`src/rtl/i2cwf_pkg.sv`:
```
package i2cwf_pkg;

    localparam int WORD_W  = 32;
    localparam int TRIG_W  = 3;
    localparam int FIELD_W = 4;

    typedef enum logic [1:0] {
        SEL_CTRL  = 2'd0,
        SEL_STAT  = 2'd1,
        SEL_TXDAT = 2'd2,
        SEL_RXDAT = 2'd3
    } reg_sel_e;

    // Packed MSB first: tx_trig [7:5], rx_trig [4:2], tx_flush [1], rx_flush [0]
    typedef struct packed {
        logic [TRIG_W-1:0] tx_trig;
        logic [TRIG_W-1:0] rx_trig;
        logic              tx_flush;
        logic              rx_flush;
    } ctrl_t;

    // tx_free [7:4], rx_fill [3:0]
    typedef struct packed {
        logic [FIELD_W-1:0] tx_free;
        logic [FIELD_W-1:0] rx_fill;
    } stat_t;

    // A threshold t is met once at least t+1 units are available.
    function automatic logic trig_met(logic [FIELD_W-1:0] level,
                                      logic [TRIG_W-1:0]  trig);
        return level > {{(FIELD_W-TRIG_W){1'b0}}, trig};
    endfunction

endpackage

```
`src/rtl/wfifo_store.sv`:
```
module wfifo_store #(
    parameter int DEPTH = 8,
    parameter int WIDTH = 32,
    localparam int CNT_W = $clog2(DEPTH + 1),
    localparam int PTR_W = (DEPTH > 1) ? $clog2(DEPTH) : 1
) (
    input  logic             clk,
    input  logic             rst,
    input  logic             flush,
    input  logic             push,
    input  logic [WIDTH-1:0] push_data,
    input  logic             pop,
    output logic [WIDTH-1:0] head,
    output logic [CNT_W-1:0] count,
    output logic             full,
    output logic             empty
);

    logic [WIDTH-1:0] mem [DEPTH];
    logic [PTR_W-1:0] wp, rp;
    logic             push_ok, pop_ok;

    assign full    = (count == CNT_W'(DEPTH));
    assign empty   = (count == '0);
    assign push_ok = push && !full;
    assign pop_ok  = pop && !empty;
    assign head    = mem[rp];

    function automatic logic [PTR_W-1:0] bump(logic [PTR_W-1:0] p);
        return (p == PTR_W'(DEPTH - 1)) ? '0 : p + 1'b1;
    endfunction

    always_ff @(posedge clk) begin
        if (push_ok) begin
            mem[wp] <= push_data;
        end
    end

    always_ff @(posedge clk) begin
        if (rst || flush) begin
            wp    <= '0;
            rp    <= '0;
            count <= '0;
        end else begin
            if (push_ok) wp <= bump(wp);
            if (pop_ok)  rp <= bump(rp);
            case ({push_ok, pop_ok})
                2'b10:   count <= count + 1'b1;
                2'b01:   count <= count - 1'b1;
                default: count <= count;
            endcase
        end
    end

    // count stays within the storage depth
    a_r4_count_bound: assert property (@(posedge clk) disable iff (rst)
        count <= CNT_W'(DEPTH));

    // a pending flush leaves the queue empty on the next cycle
    a_r11_r12_flush_empties: assert property (@(posedge clk) disable iff (rst)
        flush |=> (count == '0));

    // push and pop together on a partly filled queue keep the count
    a_r13_push_pop_hold: assert property (@(posedge clk) disable iff (rst)
        (push && pop && !flush && count != '0 && count != CNT_W'(DEPTH))
        |=> $stable(count));

endmodule

```
`src/rtl/wfifo_ctrl.sv`:
```
module wfifo_ctrl
    import i2cwf_pkg::*;
(
    input  logic       clk,
    input  logic       rst,
    input  logic       wr_ctrl,
    input  logic [7:0] wdata,
    output ctrl_t      cfg
);

    always_ff @(posedge clk) begin
        if (rst) begin
            cfg <= '0;
        end else if (wr_ctrl) begin
            cfg <= ctrl_t'(wdata);
        end else begin
            cfg.tx_flush <= 1'b0;
            cfg.rx_flush <= 1'b0;
        end
    end

    // transmit flush bit clears itself after one cycle
    a_r11_tx_flush_clears: assert property (@(posedge clk) disable iff (rst)
        (cfg.tx_flush && !(wr_ctrl && wdata[1])) |=> !cfg.tx_flush);

    // receive flush bit clears itself after one cycle
    a_r12_rx_flush_clears: assert property (@(posedge clk) disable iff (rst)
        (cfg.rx_flush && !(wr_ctrl && wdata[0])) |=> !cfg.rx_flush);

endmodule

```
`src/rtl/wfifo_req.sv`:
```
module wfifo_req
    import i2cwf_pkg::*;
#(
    parameter int DEPTH = 8,
    parameter bit IS_TX = 1'b1,
    localparam int CNT_W = $clog2(DEPTH + 1)
) (
    input  logic              clk,
    input  logic              rst,
    input  logic [CNT_W-1:0]  count,
    input  logic [TRIG_W-1:0] trig,
    input  logic              busy,
    output logic              req
);

    logic [CNT_W-1:0] level;

    generate
        if (IS_TX) begin : g_free
            assign level = CNT_W'(DEPTH) - count;
        end else begin : g_fill
            assign level = count;
        end
    endgenerate

    assign req = !busy && trig_met(FIELD_W'(level), trig);

    // a pending flush holds the request low
    a_r11_r12_req_off_in_flush: assert property (@(posedge clk) disable iff (rst)
        busy |-> !req);

endmodule

```
`src/rtl/i2c_word_fifo_pair.sv`:
```
module i2c_word_fifo_pair
    import i2cwf_pkg::*;
#(
    parameter int DEPTH = 8,
    localparam int CNT_W = $clog2(DEPTH + 1)
) (
    input  logic              clk,
    input  logic              rst,
    input  logic [1:0]        reg_addr,
    input  logic              reg_wr,
    input  logic              reg_rd,
    input  logic [WORD_W-1:0] reg_wdata,
    output logic [WORD_W-1:0] reg_rdata,
    output logic [WORD_W-1:0] tx_word,
    output logic              tx_valid,
    input  logic              tx_take,
    input  logic [WORD_W-1:0] rx_word,
    input  logic              rx_put,
    output logic              rx_full,
    output logic              tx_req,
    output logic              rx_req,
    output logic              tx_ovf,
    output logic              rx_unf
);

    reg_sel_e          sel;
    ctrl_t             cfg;
    stat_t             stat;
    logic              wr_ctrl, tx_push, rx_pop;
    logic [CNT_W-1:0]  tx_cnt, rx_cnt;
    logic              tx_full, tx_empty, rx_empty;
    logic [WORD_W-1:0] rx_head;

    assign sel     = reg_sel_e'(reg_addr);
    assign wr_ctrl = reg_wr && (sel == SEL_CTRL);
    assign tx_push = reg_wr && (sel == SEL_TXDAT);
    assign rx_pop  = reg_rd && (sel == SEL_RXDAT);

    wfifo_ctrl u_ctrl (
        .clk     (clk),
        .rst     (rst),
        .wr_ctrl (wr_ctrl),
        .wdata   (reg_wdata[7:0]),
        .cfg     (cfg)
    );

    wfifo_store #(.DEPTH(DEPTH), .WIDTH(WORD_W)) u_txq (
        .clk       (clk),
        .rst       (rst),
        .flush     (cfg.tx_flush),
        .push      (tx_push),
        .push_data (reg_wdata),
        .pop       (tx_take),
        .head      (tx_word),
        .count     (tx_cnt),
        .full      (tx_full),
        .empty     (tx_empty)
    );

    wfifo_store #(.DEPTH(DEPTH), .WIDTH(WORD_W)) u_rxq (
        .clk       (clk),
        .rst       (rst),
        .flush     (cfg.rx_flush),
        .push      (rx_put),
        .push_data (rx_word),
        .pop       (rx_pop),
        .head      (rx_head),
        .count     (rx_cnt),
        .full      (rx_full),
        .empty     (rx_empty)
    );

    wfifo_req #(.DEPTH(DEPTH), .IS_TX(1'b1)) u_txreq (
        .clk   (clk),
        .rst   (rst),
        .count (tx_cnt),
        .trig  (cfg.tx_trig),
        .busy  (cfg.tx_flush),
        .req   (tx_req)
    );

    wfifo_req #(.DEPTH(DEPTH), .IS_TX(1'b0)) u_rxreq (
        .clk   (clk),
        .rst   (rst),
        .count (rx_cnt),
        .trig  (cfg.rx_trig),
        .busy  (cfg.rx_flush),
        .req   (rx_req)
    );

    assign tx_valid     = !tx_empty;
    assign stat.tx_free = FIELD_W'(CNT_W'(DEPTH) - tx_cnt);
    assign stat.rx_fill = FIELD_W'(rx_cnt);

    always_comb begin
        case (sel)
            SEL_CTRL:  reg_rdata = {{(WORD_W-8){1'b0}}, cfg};
            SEL_STAT:  reg_rdata = {{(WORD_W-8){1'b0}}, stat};
            SEL_RXDAT: reg_rdata = rx_empty ? '0 : rx_head;
            default:   reg_rdata = '0;
        endcase
    end

    always_ff @(posedge clk) begin
        if (rst) begin
            tx_ovf <= 1'b0;
            rx_unf <= 1'b0;
        end else begin
            tx_ovf <= tx_push && tx_full;
            rx_unf <= rx_pop && rx_empty;
        end
    end

    // a write into a full transmit queue yields an overflow pulse
    a_r5_ovf_pulse: assert property (@(posedge clk) disable iff (rst)
        (reg_wr && reg_addr == 2'd2 && tx_cnt == CNT_W'(DEPTH)) |=> tx_ovf);

    // a read from an empty receive queue yields an underflow pulse
    a_r6_unf_pulse: assert property (@(posedge clk) disable iff (rst)
        (reg_rd && reg_addr == 2'd3 && rx_cnt == '0) |=> rx_unf);

    // a full receive queue does not grow
    a_r8_rx_no_grow: assert property (@(posedge clk) disable iff (rst)
        (rx_full && !rx_pop) |=> rx_full);

endmodule

```
`config.mk`:
```
export PLATFORM = sky130hd
export DESIGN_NAME = i2c_word_fifo_pair
export DESIGN_NICKNAME = d
export VERILOG_FILES = /design/src/rtl/i2cwf_pkg.sv /design/src/rtl/wfifo_store.sv /design/src/rtl/wfifo_ctrl.sv /design/src/rtl/wfifo_req.sv /design/src/rtl/i2c_word_fifo_pair.sv
export SDC_FILE = /design/constraint.sdc
export NUM_CORES = 1
export LEC_CHECK = 0
export ABC_AREA = 1
export BUFFER_PORTS_ARGS = -buffer_cell sky130_fd_sc_hd__buf_2
export CORE_MARGIN = 5
export CORE_UTILIZATION = 54
export CTS_BUF_LIST = sky130_fd_sc_hd__clkbuf_8 sky130_fd_sc_hd__clkbuf_16
export CTS_CLUSTER_SIZE = 10
export DETAILED_ROUTE_END_ITERATION = 16
export MAX_ROUTING_LAYER = met4
export PLACE_DENSITY = 0.78
export SYNTH_ARGS = -nofsm -noshare
export SYNTH_HDL_FRONTEND = slang
export SYNTH_SLANG_ARGS = --single-unit
```
`constraint.sdc`:
```
create_clock -name clk -period 3.1 [get_ports clk]
set_clock_uncertainty 0.1 [all_clocks]
set_input_delay 0.465 -clock clk [delete_from_list [all_inputs] [get_ports clk]]
set_output_delay 0.465 -clock clk [all_outputs]
set_load 0.05 [all_outputs]
```
==> results.md, run 1 <==
- Syn Nets: 1829
- Final setup margin: 0.0889 ns
- Detailed placement HPWL: 27.9 mm
- Compound-Gate Fraction of Synth Area: 0.105
- Wirelength per Cell: 21.1 µm
- Final Wtd Congestion: 0.841
- EDFF count, synth: 512
- Grt ovf: 0
- Maxcap violations: 0
- Setup_tns: 0 ns
- Final Cycle Share: 0.971
- Avg Cell Area, Syn: 12.6 µm²
- Worst R2R Start: u_rxq.count[0]
- Setup violations, final: 0
- XOR/XNOR Fraction of Synth Area: 0.00241
- Post-synthesis cell area: 21800 µm²
- Critical path class: reg -> out
- H-tree Lvls: 2
- Vias in the first global route: 14.4k
- CP Launch Type: flop
- R2r endpoint: u_rxq.count[2]
- FP Rows: 73
- Relative slew slack: 0.600
- Fraction of registers with async set/reset: 0
- Core footprint: 39900 µm²
- CTS clk-pin slew, worst paths: 0.06 ns
- Largest net degree at the start of global routing: 129
- Hold Path Class: in -> reg
- DRC Markers: 0
- LEAKAGE: 8.98 nW
- Layout cells sized above 1: 0.152
- Count of final hold-check violations: 0
- Top FF cell, synth: edfxtp_1
- Drt first pass iters: 5
- WHS Endpoint: u_rxq.mem[4][28]
- Mux contribution to synthesized area: 0
- Pre-CTS setup slack: 0.541 ns
- Crit Path Max Fanout: 32
- Share of the synthesized area in the top cell type: 0.704
- F_max: 332 MHz
- CP Capture Type: output port
- Critical Path RT: 2.53 ns
- Die area: 44600 µm²
- Largest family of logic cells by synthesized area: simple AND/OR/NAND/NOR gates
- Hold_sp: rx_word[28]
- Synth area leaders: edfxtp_1, nor2_1, o21ai_0, dfxtp_1, nand2_1
- CTS Buffer Depth: 3
- CTS Buf Count: 61
- Die width: 211 µm
- Largest area contributor in the synthesized netlist: edfxtp_1
- Yosys cell types: 32
- Minimum clock period: 3.01 ns
- #FFs+latches synth: 548
- Vias per inst: 5.95
- IR drop worst, VDD: 0.680 mV
- P&R area growth vs syn: 15.5%
- Status: finished clean
- Register area share after synthesis: 0.737
- Sink Count: 548
- Crit path DAT: 2.45 ns
- CTS tree: done
- Initial Util: 0.547
- Die H: 211 µm
- Synthesized-area fraction occupied by adder cells: 0.0120
- R2r worst-path depth: 13
- Top cells by count, synth: edfxtp_1, nor2_1, o21ai_0
- Final Max Slew Viols: 0
- CTS root buf: clkbuf_16
- Syn. warnings: 0
- R2R setup slack: 0.51 ns
- Worst skew pair latency: 0.61 ns
- DRT iter0 DRCs: 1399
- Slew @ Worst Pin: 0.600 ns
- Hold depth: 1
- Port Buffers: 141
- DRT Wirelength: 51.7 mm
- Post-Synthesis Cells: 1736
- NumNets Final: 1979
- GRT Util Overall: 0.226
- Most instantiated library cell after synthesis: edfxtp_1
- Remaining antenna violation count: 0
- DR vias: 14.6k
- First-pass GRT wire length: 76.9 mm
- Initial antenna violation count: 7
- Fin util: 0.632
- Pwr Density: 745 nW/µm²
- I/O pin count: 142
- Post-synthesis simple-gate area fraction: 0.111
-- cells in the final DEF, fill, tap and decap left out, drive strengths merged, types with 7 or more instances in the layout --
cell    netlist  routed
diode         0      12
o21ai       231     231
nand3        30      30
nand2       158     158
clkbuf       47      68
edfxtp      512     512
o32ai        64      64
nor2        430     430
a211oi        7       7
a21oi        18      18
dfxtp        36      36
o211ai       14      14
buf          57     186
ha           21      21
inv          45      68
o22ai        48      48
-- sequential cells by signal (all words and copies together), names as in the netlist, named ones only --
signal	cells
u_rxq.mem	256
u_txq.mem	256
u_ctrl.cfg	8
u_rxq.count	4
u_txq.count	4
u_rxq.rp	3
u_rxq.wp	3
u_txq.rp	3
u_txq.wp	3
rx_unf	1
tx_ovf	1
-- metrics by stage --
step / power, mW / hold slack [ns] / instance area, µm² / cells
finish: 18.8 / 0.0194 / 25200 / 2450
CTS: 18.6 / 0.00000422 / 25100 / 2433
detailed placement: 12.5 / 0.383 / 23300 / 2341
global placement: 12.3 / 0.369 / 23300 / 2341
floorplan: 11.5 / 0.360 / 21800 / 1736
global route: 19.6 / 0.0140 / 25200 / 2445
-- layer usage --
metal  part of all wire  GRT usage
met5                  0          -
met3              0.091     0.0527
met1               0.37      0.265
met4              0.034     0.0847
met2               0.50      0.383
-- logic make-up after synthesis --
family	count (synthesis)
adder cells (fa/ha/maj)	21
AO/OA/AOI/OAI	385
flip-flops	548
buffers and inverters	149
XOR/XNOR	6
AND/OR/NAND/NOR	627
-- worst max-delay path, stage by stage, from the launching register on --
cell and delay [ns]:
dfxtp_1 0.45, nor2_1 0.11, nand3_1 0.10, nand3_1 0.09
inv_1 0.14, buf_12 0.24, nand3_1 0.23, nand3_1 0.18
buf_2 0.28
-- power by group --
| part | total (mW) | internal (mW) | switching [mW] | leakage, nW |
|---|---|---|---|---|
| combinational | 4.20 | 1.21 | 2.99 | 3.14 |
| clock | 6.14 | 3.54 | 2.59 | 0.906 |
| sequential | 8.45 | 8.30 | 0.153 | 4.93 |
-- what timing repair did --
action,in CTS,in global routing
setup endpoints to repair,18,33
hold buffers,1,0
pin swaps,0,1
gates cloned,0,3
hold endpoints to repair,8,0
resized for setup,4,9
buffers inserted,1,2
-- worst max path at each step --
stage / start / endpoint / slack (ns) / cells past startpoint
global route: flop / reg_rdata[4] / -0.008 / 9
floorplan: u_txq.count[0] / u_txq.mem[0][0] / -0.05 / 6
global placement: flop / reg_rdata[4] / 0.66 / 9
CTS: u_txq.count[0] / tx_req / -0.06 / 9
finish: u_rxq.count[0] / reg_rdata[3] / 0.09 / 8
detailed placement: u_txq.count[0] / tx_req / 0.54 / 9
-- cell type report --
| cell class | instances | area (µm²) |
|---|---|---|
| flip-flops and latches | 548 | 16100 |
| clock inverters | 26 | 108 |
| clock buffers | 64 | 1570 |
| repair buffers | 191 | 1420 |
| fillers | 2789 | 14700 |
| multi-input cells | 1039 | 5170 |
| inverters | 45 | 175 |
| diodes | 12 | 30.0 |
| well taps | 525 | 657 |
Note: power is estimated with default switching activity, not from simulation.
==> run 2: changes to the inputs <==
--- a/config.mk
+++ b/config.mk
@@ -7,13 +7,15 @@
 export LEC_CHECK = 0
 export ABC_AREA = 1
 export BUFFER_PORTS_ARGS = -buffer_cell sky130_fd_sc_hd__buf_2
+export CELL_PAD_IN_SITES_DETAIL_PLACEMENT = 1
+export CELL_PAD_IN_SITES_GLOBAL_PLACEMENT = 1
 export CORE_MARGIN = 5
-export CORE_UTILIZATION = 54
+export CORE_UTILIZATION = 45
 export CTS_BUF_LIST = sky130_fd_sc_hd__clkbuf_8 sky130_fd_sc_hd__clkbuf_16
 export CTS_CLUSTER_SIZE = 10
 export DETAILED_ROUTE_END_ITERATION = 16
 export MAX_ROUTING_LAYER = met4
-export PLACE_DENSITY = 0.78
+export PLACE_DENSITY_LB_ADDON = 0.25
 export SYNTH_ARGS = -nofsm -noshare
 export SYNTH_HDL_FRONTEND = slang
 export SYNTH_SLANG_ARGS = --single-unit
==> run 2 against run 1 <==
  * Non-clock buffer count is 9 lower
  * Design area rose by 0.89%
  * Via count fell by 1.5%
  * Global-route usage shrank 1.0 points
  * Fmax fell by 0.20%
  * Sequential power about the same
  * Hold slack better by 0.029 ns
  * Die area up 19%
  * Register-to-register slack better by 0.09 ns
  * Critical path type unchanged
  * Largest cell class unchanged
  * Highest routed layer unchanged
==> results.md, run 2 (synthesized netlist as in run 1, its figures left out) <==
- Status: finished clean
- Grt ovf: 0 (unchanged)
- Die H: 230 µm (+9.1%)
- Slew @ Worst Pin: 0.589 ns (-0.0114 ns)
- Largest net degree at the start of global routing: 129 (unchanged)
- Port Buffers: 141 (unchanged)
- Setup violations, final: 0 (unchanged)
- Core footprint: 47800 µm² (+20%)
- Crit Path Max Fanout: 5 (-84%)
- Initial antenna violation count: 6 (-1)
- Critical path class: reg -> out
- Die width: 230 µm (+9.1%)
- Detailed placement HPWL: 31.7 mm (+14%)
- CP Launch Type: flop
- P&R area growth vs syn: 16.5%
- First-pass GRT wire length: 87.1 mm (+13%)
- Layout cells sized above 1: 0.152 (+0.000318)
- Worst skew pair latency: 0.58 ns (-0.03 ns)
- IR drop worst, VDD: 0.803 mV (+18%)
- Hold WS: 0.0489 ns (+0.0295 ns)
- Hold Path Class: in -> reg
- CTS Buf Count: 66 (+8.2%)
- FP Rows: 80 (+9.6%)
- Final Cycle Share: 0.973 (+0.00190)
- Commonest cells after routing, fill and taps aside: edfxtp_1, nor2_1, o21ai_0, nand2_1, buf_2
- CTS Buffer Depth: 3 (unchanged)
- Leading cell type in the layout, fill and taps excluded: edfxtp_1
- Final Max Slew Viols: 0 (unchanged)
- Vias per inst: 5.67 (-4.7%)
- Placement Cell Area: 23400 µm² (+0.38%)
- Cts hold-fix bufs: 0 (-1)
- Fin util: 0.532 (-0.100)
- CTS clk-pin slew, worst paths: 0.05 ns (about the same)
- Layout fillers: 4834 (+73%)
- Count of final hold-check violations: 0 (unchanged)
- Relative slew slack: 0.606 (+0.00616)
- DRC Markers: 0 (unchanged)
- DR vias: 14.4k (-1.5%)
- Final Non-Filler Cells: 2532 (+3.3%)
- Regs by FF count: u_rxq.mem x256, u_txq.mem x256, u_ctrl.cfg x8
- Remaining antenna violation count: 0 (unchanged)
- Initial Util: 0.457 (-0.0907)
- Crit path DAT: 2.45 ns (about the same)
- Final Wtd Congestion: 0.786 (-6.5%)
- Wirelength per Cell: 23.0 µm (+9.0%)
- CTS tree: done
- H-tree Lvls: 3 (+1)
- DRT Wirelength: 58.3 mm (+13%)
- Drt first pass iters: 5 (unchanged)
- Minimum clock period: 3.02 ns (+0.00589 ns)
- NumNets Final: 1975 (-0.20%)
- Pwr Density: 765 nW/µm² (+2.7%)
- LEAKAGE: 8.99 nW (+0.16%)
- Final instance area: 25500 µm² (+0.89%)
- F_max: 331 MHz (-0.20%)
- Sink Count: 548 (unchanged)
- Die area: 53100 µm² (+19%)
- I/O pin count: 142 (unchanged)
- Cell count after placement: 2426 (+3.6%)
- DRT iter0 DRCs: 943 (-33%)
- Critical Path RT: 2.53 ns (about the same)
- CTS root buf: clkbuf_16
- Vias in the first global route: 15.1k (+4.6%)
- CP Capture Type: output port
- Setup_tns: 0 ns (unchanged)
- GRT Util Overall: 0.216 (-0.0102)
- Maxcap violations: 0 (unchanged)
run 2: report_power, final:
part | internal, mW | switching [mW] | leakage (nW)
clock | 4.05 | 2.76 | 0.978
combinational | 1.15 | 3.08 | 3.09
sequential | 8.30 | 0.122 | 4.93
total | 13.5 | 5.96 | 8.99
run 2: worst paths after layout:
check                 startpoint         endpoint  slack [ns]  depth (start not counted)
setup / recovery  u_txq.count[0]           tx_req        0.08                          9
hold / removal            reg_rd           rx_unf        0.05                          3
setup reg to reg  u_txq.count[0]  u_txq.mem[7][8]        0.60                          8
hold reg to reg    u_ctrl.cfg[4]    u_ctrl.cfg[4]        0.40                          2
run 2: per-layer routing:
metal	wire length, µm	up-vias	track usage	share of wire
met5	0	-	-	0
met4	1120	0	0.0542	0.019
met3	2560	82	0.0424	0.044
met2	30800	330	0.384	0.53
met1	23800	7365	0.254	0.41
li1	-	6587	-	-
run 2: cell type report:
cell class | count | area (µm²) | area share
timing repair buffer | 182 | 1340 | 0.0526
clock inverter | 25 | 134 | 0.00526
antenna | 8 | 20.0 | 0.000786
clock buffer | 70 | 1740 | 0.0684
multi-input combinational | 1039 | 5170 | 0.203
tap | 615 | 769 | 0.0302
inverter | 45 | 173 | 0.00678
sequential | 548 | 16100 | 0.633
run 2: through the flow:
| step | setup slack, ns | power [mW] |
|---|---|---|
| final | 0.0830 | 19.5 |
| after global routing | -0.0395 | 20.3 |
| after CTS | 0.0188 | 19.5 |
| after detailed placement | 0.509 | 12.6 |
| after global placement | 0.624 | 12.5 |
| after floorplan | -0.0494 | 11.5 |
run 2: critical path, cell delays in order (launching register included):
cell     delay (ns)
dfxtp_4        0.37
inv_1          0.08
ha_2           0.22
xnor2_2        0.15
ha_1           0.35
a21oi_1        0.19
o21ai_0        0.12
a21oi_1        0.15
nor2_1         0.09
buf_6          0.16
run 2: repair_timing:
action                                  4_1_cts  5_1_grt
pin swaps                                     0        2
endpoints found under the hold margin         0        0
gates cloned                                  0        2
buffers inserted                              0        1
endpoints found under the setup margin        2       23
gates resized for setup                       4       10
